<file path="src/rtl/eep_pkg.sv">
package eep_pkg;

  typedef enum logic [2:0] {
    LS_IDLE,
    LS_RX,
    LS_ACK,
    LS_TX,
    LS_MACK
  } link_st_t;

  typedef enum logic [2:0] {
    BK_DEV,
    BK_AHI,
    BK_ALO,
    BK_DATA,
    BK_PCMD
  } byte_kind_t;

  localparam logic [3:0] MEM_TYPE      = 4'b1010;
  localparam logic [3:0] PROT_TYPE     = 4'b0110;
  localparam logic [7:0] PROT_SET_CODE = 8'h5A;
  localparam logic [7:0] PROT_CLR_CODE = 8'hA5;

endpackage

</file>
<file path="src/rtl/eep_sense.sv">
module eep_sense #(
  parameter int TMO_CYC  = 3000000,
  parameter int FREE_CYC = 60
) (
  input  logic clk,
  input  logic rst_n,
  input  logic scl_i,
  input  logic sda_i,
  input  logic active_i,
  output logic sda_o,
  output logic scl_rise_o,
  output logic scl_fall_o,
  output logic start_o,
  output logic stop_o,
  output logic tmo_o
);

  localparam int TW = $clog2(TMO_CYC + 1);
  localparam int FW = $clog2(FREE_CYC + 1);

  logic [1:0]    scl_sync, sda_sync;
  logic          scl_d, sda_d;
  logic [TW-1:0] tmo_q, tmo_n;
  logic [FW-1:0] free_q, free_n;
  logic          scl_hi, start_raw, stop_raw, tmo_hit;

  assign scl_hi     = scl_sync[1];
  assign sda_o      = sda_sync[1];
  assign scl_rise_o = scl_hi & ~scl_d;
  assign scl_fall_o = ~scl_hi & scl_d;
  assign start_raw  = scl_hi & scl_d & sda_d & ~sda_sync[1];
  assign stop_raw   = scl_hi & scl_d & ~sda_d & sda_sync[1];
  assign start_o    = start_raw & (free_q == '0);
  assign stop_o     = stop_raw;

  // low-time watchdog on SCL while a frame is open
  assign tmo_hit = active_i & ~scl_hi & (tmo_q == TW'(TMO_CYC - 1));
  assign tmo_o   = tmo_hit;

  always_comb begin
    tmo_n = tmo_q;
    if (!active_i || scl_hi || tmo_hit) tmo_n = '0;
    else                                tmo_n = tmo_q + 1'b1;
  end

  always_comb begin
    free_n = free_q;
    if (stop_raw)            free_n = FW'(FREE_CYC);
    else if (free_q != '0)   free_n = free_q - 1'b1;
  end

  always_ff @(posedge clk or negedge rst_n) begin
    if (!rst_n) begin
      scl_sync <= 2'b11;
      sda_sync <= 2'b11;
      scl_d    <= 1'b1;
      sda_d    <= 1'b1;
      tmo_q    <= '0;
      free_q   <= '0;
    end else begin
      scl_sync <= {scl_sync[0], scl_i};
      sda_sync <= {sda_sync[0], sda_i};
      scl_d    <= scl_sync[1];
      sda_d    <= sda_sync[1];
      tmo_q    <= tmo_n;
      free_q   <= free_n;
    end
  end

endmodule

</file>
<file path="src/rtl/eep_guard.sv">
module eep_guard #(
  parameter int BUSY_CYC = 500000
) (
  input  logic clk,
  input  logic rst_n,
  input  logic set_i,
  input  logic clr_i,
  input  logic commit_i,
  output logic prot_o,
  output logic busy_o
);

  localparam int BW = $clog2(BUSY_CYC + 1);

  logic          prot_q, prot_n;
  logic [BW-1:0] busy_q, busy_n;

  assign prot_o = prot_q;
  assign busy_o = (busy_q != '0);

  always_comb begin
    prot_n = prot_q;
    if (set_i)      prot_n = 1'b1;
    else if (clr_i) prot_n = 1'b0;
  end

  always_comb begin
    busy_n = busy_q;
    if (commit_i)          busy_n = BW'(BUSY_CYC);
    else if (busy_q != '0) busy_n = busy_q - 1'b1;
  end

  always_ff @(posedge clk or negedge rst_n) begin
    if (!rst_n) begin
      prot_q <= 1'b0;
      busy_q <= '0;
    end else begin
      prot_q <= prot_n;
      busy_q <= busy_n;
    end
  end

endmodule

</file>
<file path="src/rtl/eep_array.sv">
module eep_array #(
  parameter int ADDR_W = 9
) (
  input  logic              clk,
  input  logic              we_i,
  input  logic [ADDR_W-1:0] addr_i,
  input  logic [7:0]        wdata_i,
  output logic [7:0]        rdata_o
);

  localparam int DEPTH = 1 << ADDR_W;

  logic [7:0] cells [DEPTH];

  always_ff @(posedge clk) begin
    if (we_i) cells[addr_i] <= wdata_i;
  end

  assign rdata_o = cells[addr_i];

endmodule

</file>
<file path="src/rtl/eep_link.sv">
module eep_link
  import eep_pkg::*;
#(
  parameter int ADDR_W     = 9,
  parameter int PROT_LIMIT = 384
) (
  input  logic              clk,
  input  logic              rst_n,
  input  logic              scl_rise_i,
  input  logic              scl_fall_i,
  input  logic              sda_i,
  input  logic              start_i,
  input  logic              stop_i,
  input  logic              tmo_i,
  input  logic [2:0]        sel_i,
  input  logic              busy_i,
  input  logic              prot_i,
  input  logic [7:0]        rdata_i,
  output logic              sda_oe_o,
  output logic              active_o,
  output logic              mem_we_o,
  output logic [ADDR_W-1:0] mem_addr_o,
  output logic [7:0]        mem_wdata_o,
  output logic              prot_set_o,
  output logic              prot_clr_o,
  output logic              commit_o,
  output logic              dev_ack_o
);

  localparam logic [ADDR_W-1:0] LIM = ADDR_W'(PROT_LIMIT);

  link_st_t          st_q, st_n;
  byte_kind_t        kind_q, kind_n;
  logic [7:0]        sr_q, sr_n;
  logic [7:0]        tx_q, tx_n;
  logic [3:0]        cnt_q, cnt_n;
  logic [ADDR_W-1:0] ptr_q, ptr_n;
  logic              seen_q, seen_n;
  logic              rd_q, rd_n;
  logic              rdp_q, rdp_n;
  logic              stored_q, stored_n;
  logic              mack_q, mack_n;
  logic              ack;

  assign sda_oe_o    = (st_q == LS_ACK) | ((st_q == LS_TX) & ~tx_q[7]);
  assign active_o    = (st_q != LS_IDLE);
  assign mem_addr_o  = ptr_q;
  assign mem_wdata_o = sr_q;

  always_comb begin
    st_n       = st_q;
    kind_n     = kind_q;
    sr_n       = sr_q;
    tx_n       = tx_q;
    cnt_n      = cnt_q;
    ptr_n      = ptr_q;
    seen_n     = seen_q;
    rd_n       = rd_q;
    rdp_n      = rdp_q;
    stored_n   = stored_q;
    mack_n     = mack_q;
    mem_we_o   = 1'b0;
    prot_set_o = 1'b0;
    prot_clr_o = 1'b0;
    commit_o   = 1'b0;
    dev_ack_o  = 1'b0;
    ack        = 1'b0;

    if (stop_i || tmo_i) begin
      st_n     = LS_IDLE;
      commit_o = stored_q;
      stored_n = 1'b0;
    end else if (start_i) begin
      st_n   = LS_RX;
      kind_n = BK_DEV;
      cnt_n  = '0;
      seen_n = 1'b0;
    end else begin
      unique case (st_q)
        LS_IDLE: ;
        LS_RX: begin
          if (scl_rise_i && cnt_q != 4'd8) begin
            sr_n  = {sr_q[6:0], sda_i};
            cnt_n = cnt_q + 4'd1;
          end else if (scl_fall_i && cnt_q == 4'd8) begin
            unique case (kind_q)
              BK_DEV: begin
                if (sr_q[3:1] == sel_i && !busy_i) begin
                  if (sr_q[7:4] == MEM_TYPE) begin
                    ack   = 1'b1;
                    rdp_n = 1'b0;
                    tx_n  = rdata_i;
                    if (!sr_q[0]) kind_n = BK_AHI;
                  end else if (sr_q[7:4] == PROT_TYPE) begin
                    ack   = 1'b1;
                    rdp_n = 1'b1;
                    tx_n  = {7'd0, prot_i};
                    if (!sr_q[0]) kind_n = BK_PCMD;
                  end
                end
                rd_n      = sr_q[0];
                dev_ack_o = ack;
              end
              BK_AHI: begin
                ack                = 1'b1;
                ptr_n[ADDR_W-1:8]  = sr_q[ADDR_W-9:0];
                kind_n             = BK_ALO;
              end
              BK_ALO: begin
                ack         = 1'b1;
                ptr_n[7:0]  = sr_q;
                kind_n      = BK_DATA;
              end
              BK_DATA: begin
                ack   = 1'b1;
                ptr_n = ptr_q + 1'b1;
                if (!prot_i || ptr_q >= LIM) begin
                  mem_we_o = 1'b1;
                  stored_n = 1'b1;
                end
              end
              BK_PCMD: begin
                ack = 1'b1;
                if (sr_q == PROT_SET_CODE) begin
                  prot_set_o = 1'b1;
                  stored_n   = 1'b1;
                end else if (sr_q == PROT_CLR_CODE) begin
                  prot_clr_o = 1'b1;
                  stored_n   = 1'b1;
                end
              end
              default: ;
            endcase
            st_n   = ack ? LS_ACK : LS_IDLE;
            seen_n = 1'b0;
          end
        end
        LS_ACK: begin
          if (scl_rise_i) seen_n = 1'b1;
          else if (scl_fall_i && seen_q) begin
            st_n  = rd_q ? LS_TX : LS_RX;
            cnt_n = '0;
          end
        end
        LS_TX: begin
          if (scl_fall_i) begin
            tx_n  = {tx_q[6:0], 1'b0};
            cnt_n = cnt_q + 4'd1;
            if (cnt_q == 4'd7) begin
              st_n   = LS_MACK;
              seen_n = 1'b0;
              if (!rdp_q) ptr_n = ptr_q + 1'b1;
            end
          end
        end
        LS_MACK: begin
          if (scl_rise_i) begin
            mack_n = ~sda_i;
            seen_n = 1'b1;
          end else if (scl_fall_i && seen_q) begin
            if (mack_q) begin
              st_n  = LS_TX;
              cnt_n = '0;
              tx_n  = rdp_q ? {7'd0, prot_i} : rdata_i;
            end else begin
              st_n = LS_IDLE;
            end
          end
        end
        default: st_n = LS_IDLE;
      endcase
    end
  end

  always_ff @(posedge clk or negedge rst_n) begin
    if (!rst_n) begin
      st_q     <= LS_IDLE;
      kind_q   <= BK_DEV;
      sr_q     <= '0;
      tx_q     <= '0;
      cnt_q    <= '0;
      ptr_q    <= '0;
      seen_q   <= 1'b0;
      rd_q     <= 1'b0;
      rdp_q    <= 1'b0;
      stored_q <= 1'b0;
      mack_q   <= 1'b0;
    end else begin
      st_q     <= st_n;
      kind_q   <= kind_n;
      sr_q     <= sr_n;
      tx_q     <= tx_n;
      cnt_q    <= cnt_n;
      ptr_q    <= ptr_n;
      seen_q   <= seen_n;
      rd_q     <= rd_n;
      rdp_q    <= rdp_n;
      stored_q <= stored_n;
      mack_q   <= mack_n;
    end
  end

endmodule

</file>
<file path="src/rtl/cfg_eeprom_i2c.sv">
module cfg_eeprom_i2c #(
  parameter int ADDR_W    = 9,
  parameter int BLK_COUNT = 4,
  parameter int PROT_BLKS = 3,
  parameter int BUSY_CYC  = 500000,
  parameter int TMO_CYC   = 3000000,
  parameter int FREE_CYC  = 60
) (
  input  logic       clk,
  input  logic       rst_n,
  input  logic       scl_i,
  input  logic       sda_i,
  input  logic [2:0] sel_i,
  output logic       sda_oe
);

  localparam int BLK_BYTES  = (1 << ADDR_W) / BLK_COUNT;
  localparam int PROT_LIMIT = PROT_BLKS * BLK_BYTES;

  logic [1:0]        rst_sync;
  logic              rst_q;
  logic              sda_s, scl_rise, scl_fall, start_ev, stop_ev, tmo_ev;
  logic              active, busy, prot_on, prot_set, prot_clr, commit, dev_ack;
  logic              mem_we;
  logic [ADDR_W-1:0] mem_addr;
  logic [7:0]        mem_wdata, mem_rdata;

  always_ff @(posedge clk or negedge rst_n) begin
    if (!rst_n) rst_sync <= 2'b00;
    else        rst_sync <= {rst_sync[0], 1'b1};
  end
  assign rst_q = rst_sync[1];

  eep_sense #(.TMO_CYC(TMO_CYC), .FREE_CYC(FREE_CYC)) u_sense (
    .clk(clk), .rst_n(rst_q), .scl_i(scl_i), .sda_i(sda_i), .active_i(active),
    .sda_o(sda_s), .scl_rise_o(scl_rise), .scl_fall_o(scl_fall),
    .start_o(start_ev), .stop_o(stop_ev), .tmo_o(tmo_ev)
  );

  eep_guard #(.BUSY_CYC(BUSY_CYC)) u_guard (
    .clk(clk), .rst_n(rst_q), .set_i(prot_set), .clr_i(prot_clr),
    .commit_i(commit), .prot_o(prot_on), .busy_o(busy)
  );

  eep_link #(.ADDR_W(ADDR_W), .PROT_LIMIT(PROT_LIMIT)) u_link (
    .clk(clk), .rst_n(rst_q), .scl_rise_i(scl_rise), .scl_fall_i(scl_fall),
    .sda_i(sda_s), .start_i(start_ev), .stop_i(stop_ev), .tmo_i(tmo_ev),
    .sel_i(sel_i), .busy_i(busy), .prot_i(prot_on), .rdata_i(mem_rdata),
    .sda_oe_o(sda_oe), .active_o(active), .mem_we_o(mem_we),
    .mem_addr_o(mem_addr), .mem_wdata_o(mem_wdata), .prot_set_o(prot_set),
    .prot_clr_o(prot_clr), .commit_o(commit), .dev_ack_o(dev_ack)
  );

  eep_array #(.ADDR_W(ADDR_W)) u_array (
    .clk(clk), .we_i(mem_we), .addr_i(mem_addr), .wdata_i(mem_wdata),
    .rdata_o(mem_rdata)
  );

endmodule

</file>
<file path="config.mk">
export PLATFORM = sky130hd
export DESIGN_NAME = cfg_eeprom_i2c
export DESIGN_NICKNAME = d
export VERILOG_FILES = /design/src/rtl/eep_pkg.sv /design/src/rtl/eep_sense.sv /design/src/rtl/eep_guard.sv /design/src/rtl/eep_array.sv /design/src/rtl/eep_link.sv /design/src/rtl/cfg_eeprom_i2c.sv
export SDC_FILE = /design/constraint.sdc
export NUM_CORES = 2
export LEC_CHECK = 0
export ABC_AREA = 0
export BUFFER_PORTS_ARGS = -buffer_cell sky130_fd_sc_hd__buf_4
export CAP_MARGIN = 10
export CORE_AREA = 5 5 744 746
export CTS_CLUSTER_DIAMETER = 80
export DETAILED_ROUTE_END_ITERATION = 7
export DIE_AREA = 0 0 749 751
export SETUP_SLACK_MARGIN = 0.15
export SKIP_LAST_GASP = 1
export SYNTH_ARGS = -nofsm -noshare
export SYNTH_HDL_FRONTEND = slang
export SYNTH_SLANG_ARGS = --single-unit
</file>
<file path="constraint.sdc">
create_clock -name clk -period 6.9 [get_ports clk]
set_input_delay 0.69 -clock clk [delete_from_list [all_inputs] [get_ports clk]]
set_output_delay 0.69 -clock clk [all_outputs]
set_load 0.02 [all_outputs]
</file>
==> summary.md <==
| Metric | Value |
|---|---|
| Crit. Startpoint | u_link.mem_addr_o[0] |
| Compound-Gate Fraction of Synth Area | 2.83% |
| Clock period minus worst slack | 5.25 ns |
| Logic pwr share | 0.3% |
| PD cells | between 200 and 300 nW/um^2 |
| Core box area | about 550000 sq um |
| CP max stage cell | dfrtp_4 |
| Clk_lat worst skew | approximately 1 ns |
| NetSw | 9.94 mW |
| Skew final | 0.0671 ns |
| Post-Synth Adder-Cell Area | 0.0768% |
| FF+latch count, synth | 4192 |
| Commonest non-fill, non-tap cell in the layout | edfxtp_1 |
| CTS Buf Count | 420 |
| RSZ-0062 raised after global routing | false |
| Maximum operating frequency | 191 MHz |
| Main combinational cell family by area after synthesis | multiplexers |
| Setup TNS | 0 ns |
| Synth Area per Inst | 20.7 sq um |
| DR WL/cell | 30.8 um |
| Worst vdd ir | 0.222 mV |
| Sequential share of power | 54.8% |
| CTS max path bufs | 4 |
| Crit-path cells | buf_12 -> buf_4 -> mux4_2 -> mux2i_1 -> a211oi_2 -> buf_6 -> nor3b_1 -> o211ai_1 -> nor4_1 -> o31ai_1 |
| Share of layout cells above drive strength 1 | 23.0% |
| Post-synth top flop | edfxtp_1 |
| Drt total wl | between 400000 and 500000 um |
| WS Path Type | flop to flop |
| I/O Buffers | 7 |
| Filler-free cell count of the finished design | 15700 |
| Status | finished clean |
| Final hold violations | 0 |
| Num ports | 8 |
| Hold Crit Class | flop to async pin |
| Lkg Pwr | 56.6 nW |
| Initial antenna violation count | 33 |
| Nets | 8096 |
| Final HPWL from detailed placement | about 290000 um |
| Commonest cells after routing, fill and taps aside | edfxtp_1 (4096), mux4_2 (994), nor2_1 (638), clkbuf_16 (421), nand2_1 (300) |
| Largest net degree at the start of global routing | 203 |
| GRT Residual Overflow | 0 |
| Post-Syn Area | 163000 sq um |
| Post-CTS setup buffer count | 0 |
| Initial Util | 29.8% |
| Rows | 272 |
| Synth unique cells | about 80 |
| EDFF count, synth | roughly 4100 |
| GP Congestion | 0.901 |
| Die H | 751 um |
| CTS tree | built |
| Post-Synth XOR/XNOR Area | 0.183% |
| Layout area overhead | 14.2% |
| Clock power frac | 44.9% |
| Max FO, Critical Path | 77 |
| Die footprint | between 500000 and 600000 sq um |
| Register area | 125000 sq um |
| Register area share after synthesis | 77.0% |
| Top Family by Delay on Critical Path | buffers and inverters |
| Int Pwr | 40.4 mW |
| DR pass1 iterations | 6 |
| Area leader, netlist | edfxtp_1 |
| Fin. max-slew vios | 0 |
| Asr flop ratio synth | 2.29% |
| GRT Overall Usage | 16.7% |
| Critical path arrival | 6.07 ns |
| Synthesis warning total | 0 |
| Fill cell count | approximately 51000 |
| Required time at the worst-slack endpoint | roughly 7.7 ns |
| Slowest cell delay on critical path | 1.09 ns |
| Starting DRT DRC Count | 12800 |
| Reg2reg start | u_link.mem_addr_o[0] |
| Max-cap violations | 0 |
| DRC viols | 0 |
| Cell depth of the worst setup path | 10 |
| H-tree lvl count | 5 |
| Slew @ Worst Pin | around 1.4 ns |
| Endpoints failing setup | 0 |
| Simple-gate portion of the synthesized area | 3.44% |
| Area of the multi-input gates | 35500 sq um |
| Placed Cells | around 15000 |
| Cells after synthesis | 7880 |
| Layout Utilization | between 30% and 40% |
| Post-cts sizing count | 0 |
| ANT nets after route | 0 |
| Reg2reg path depth | 10 |
| Syn Nets | 7897 |
| Vias/cell | 5.42 |
| Register-to-register setup slack | 1.65 ns |
| First-pass GRT wire length | slightly below 700000 um |
| CP Launch Type | flop |
| Yosys top cell area share | 75.5% |
| Vias post-DR | 85200 |
| CP bufs+invs | 3 |
| Switch share | 19.8% |
| Period utilization | between 70% and 80% |
| Mux contribution to synthesized area | 15.1% |
| Clk slew on worst S/H paths | about 0.07 ns |
| Synth area leaders | edfxtp_1 (75%), mux4_2 (14%), nor2_1 (1.5%) |
| Clock Sinks | 4192 |
| Max_slew headroom | 5.45% |
| Vias in the first global route | roughly 84000 |
| Root buffer cell | clkbuf_16 |
| Chip Width | 749 um |
| CP endpoint kind | flop |
[path summary, 6_finish.rpt]
kind | end
setup / recovery | u_link.tx_q[1]
hold / removal | u_sense.tmo_q[14]
setup reg to reg | u_link.tx_q[1]
hold reg to reg | u_sense.tmo_q[14]
max in group asynchronous | u_link.mem_addr_o[3]
min in group clk | u_link.kind_q[2]
[state kept, by name, indices dropped and copies added (netlist names)]
register	count
rst_sync	2
u_sense.sda_sync	2
u_sense.tmo_q	22
u_link.tx_q	8
u_link.rd_q	1
u_link.mem_wdata_o	8
u_sense.scl_sync	2
u_link.seen_q	1
u_link.mem_addr_o	9
u_array.cells	4096
u_link.st_q	3
u_sense.sda_d	1
u_link.rdp_q	1
u_link.kind_q	3
u_guard.busy_q	19
u_link.stored_q	1
u_link.mack_q	1
u_sense.free_q	6
u_guard.prot_o	1
u_sense.scl_d	1
u_link.cnt_q	4
[power by group through the flow]
stage / logic, mW / clock network [mW] / registers [mW]
floorplan: 0.0790 / 0 / 28.1
global placement: 0.126 / 0 / 28.1
detailed placement: 0.134 / 0 / 28.1
CTS: 0.136 / 22.9 / 27.6
global route: 0.154 / 24.0 / 27.6
finish: 0.138 / 22.6 / 27.6
[synthesized netlist by cell type (6+ instances only)]
| cell | instances |
|---|---|
| dfstp_2 | 6 |
| a22oi_1 | 145 |
| o211ai_1 | 19 |
| nand3b_1 | 11 |
| buf_6 | 14 |
| o22ai_1 | 107 |
| nor4b_1 | 7 |
| buf_1 | 35 |
| inv_1 | 15 |
| nand2b_1 | 13 |
| mux2i_1 | 173 |
| dfrtp_1 | 90 |
| mux4_1 | 10 |
| clkbuf_1 | 238 |
| mux4_2 | 994 |
| a221oi_1 | 33 |
| o21ai_0 | 62 |
| o21ai_1 | 10 |
| mux2_2 | 14 |
| a211oi_1 | 42 |
| ha_1 | 10 |
| a22o_1 | 39 |
| or4_1 | 6 |
| buf_4 | 63 |
| nand3_1 | 93 |
| nor2_1 | 644 |
| a31oi_1 | 29 |
| nor4_1 | 21 |
| edfxtp_1 | 4096 |
| nand2_1 | 314 |
| nand4_1 | 36 |
| nor3_1 | 39 |
| nor2b_1 | 25 |
| buf_2 | 126 |
| xor2_1 | 15 |
| xnor2_1 | 19 |
| and3_1 | 17 |
| a21oi_1 | 103 |
| or3_1 | 15 |
| o31ai_1 | 16 |
| a32oi_1 | 21 |
| and2_1 | 9 |
[final cells by class]
cell class / count / share of cell area, %
Sequential cell: 4192 / 67.4
Inverter: 18 / 0.0424
Multi-Input combinational cell: 3193 / 19.0
Clock buffer: 508 / 5.87
Antenna cell: 17 / 0.0229
Timing Repair Buffer: 254 / 1.30
Clock inverter: 268 / 1.42
Tap cell: 7261 / 4.88
[layer usage]
layer  global-route usage, %  vias to the layer above  part of all wire [%]
met4                    7.09                       20                   4.8
li1                        -                    33200                     -
met2                    25.9                     5491                    46
met5                       0                        -                 0.029
met1                    22.1                    45500                    38
met3                    4.49                     1008                    11
[cells by family after synthesis]
group	after synthesis
AOI/OAI and AO/OA	671
xor gates and xnor gates	34
adders and majority gates	10
buffers and inverters	495
DFF	4192
muxes	1191
other	1
and+or+nand+nor	1286
[timing repair]
action,CTS,global route
endpoints found under the hold margin,4,0
hold buffers,4,0
endpoints found under the setup margin,0,0
[through the flow]
| step | instance area, sq um | hold WS, ns | total power, mW | setup WS (ns) |
|---|---|---|---|---|
| finish | 186000 | 0.223 | 50.3 | 1.65 |
| global route | 186000 | 0.260 | 51.7 | 1.50 |
| CTS | 186000 | 0.240 | 50.6 | 1.68 |
| detailed placement | 172000 | 0.230 | 28.3 | 1.70 |
| global placement | 172000 | 0.218 | 28.3 | 1.24 |
| floorplan | 163000 | 0.331 | 28.2 | 1.57 |
No activity file was read; power rests on OpenSTA's default activity.
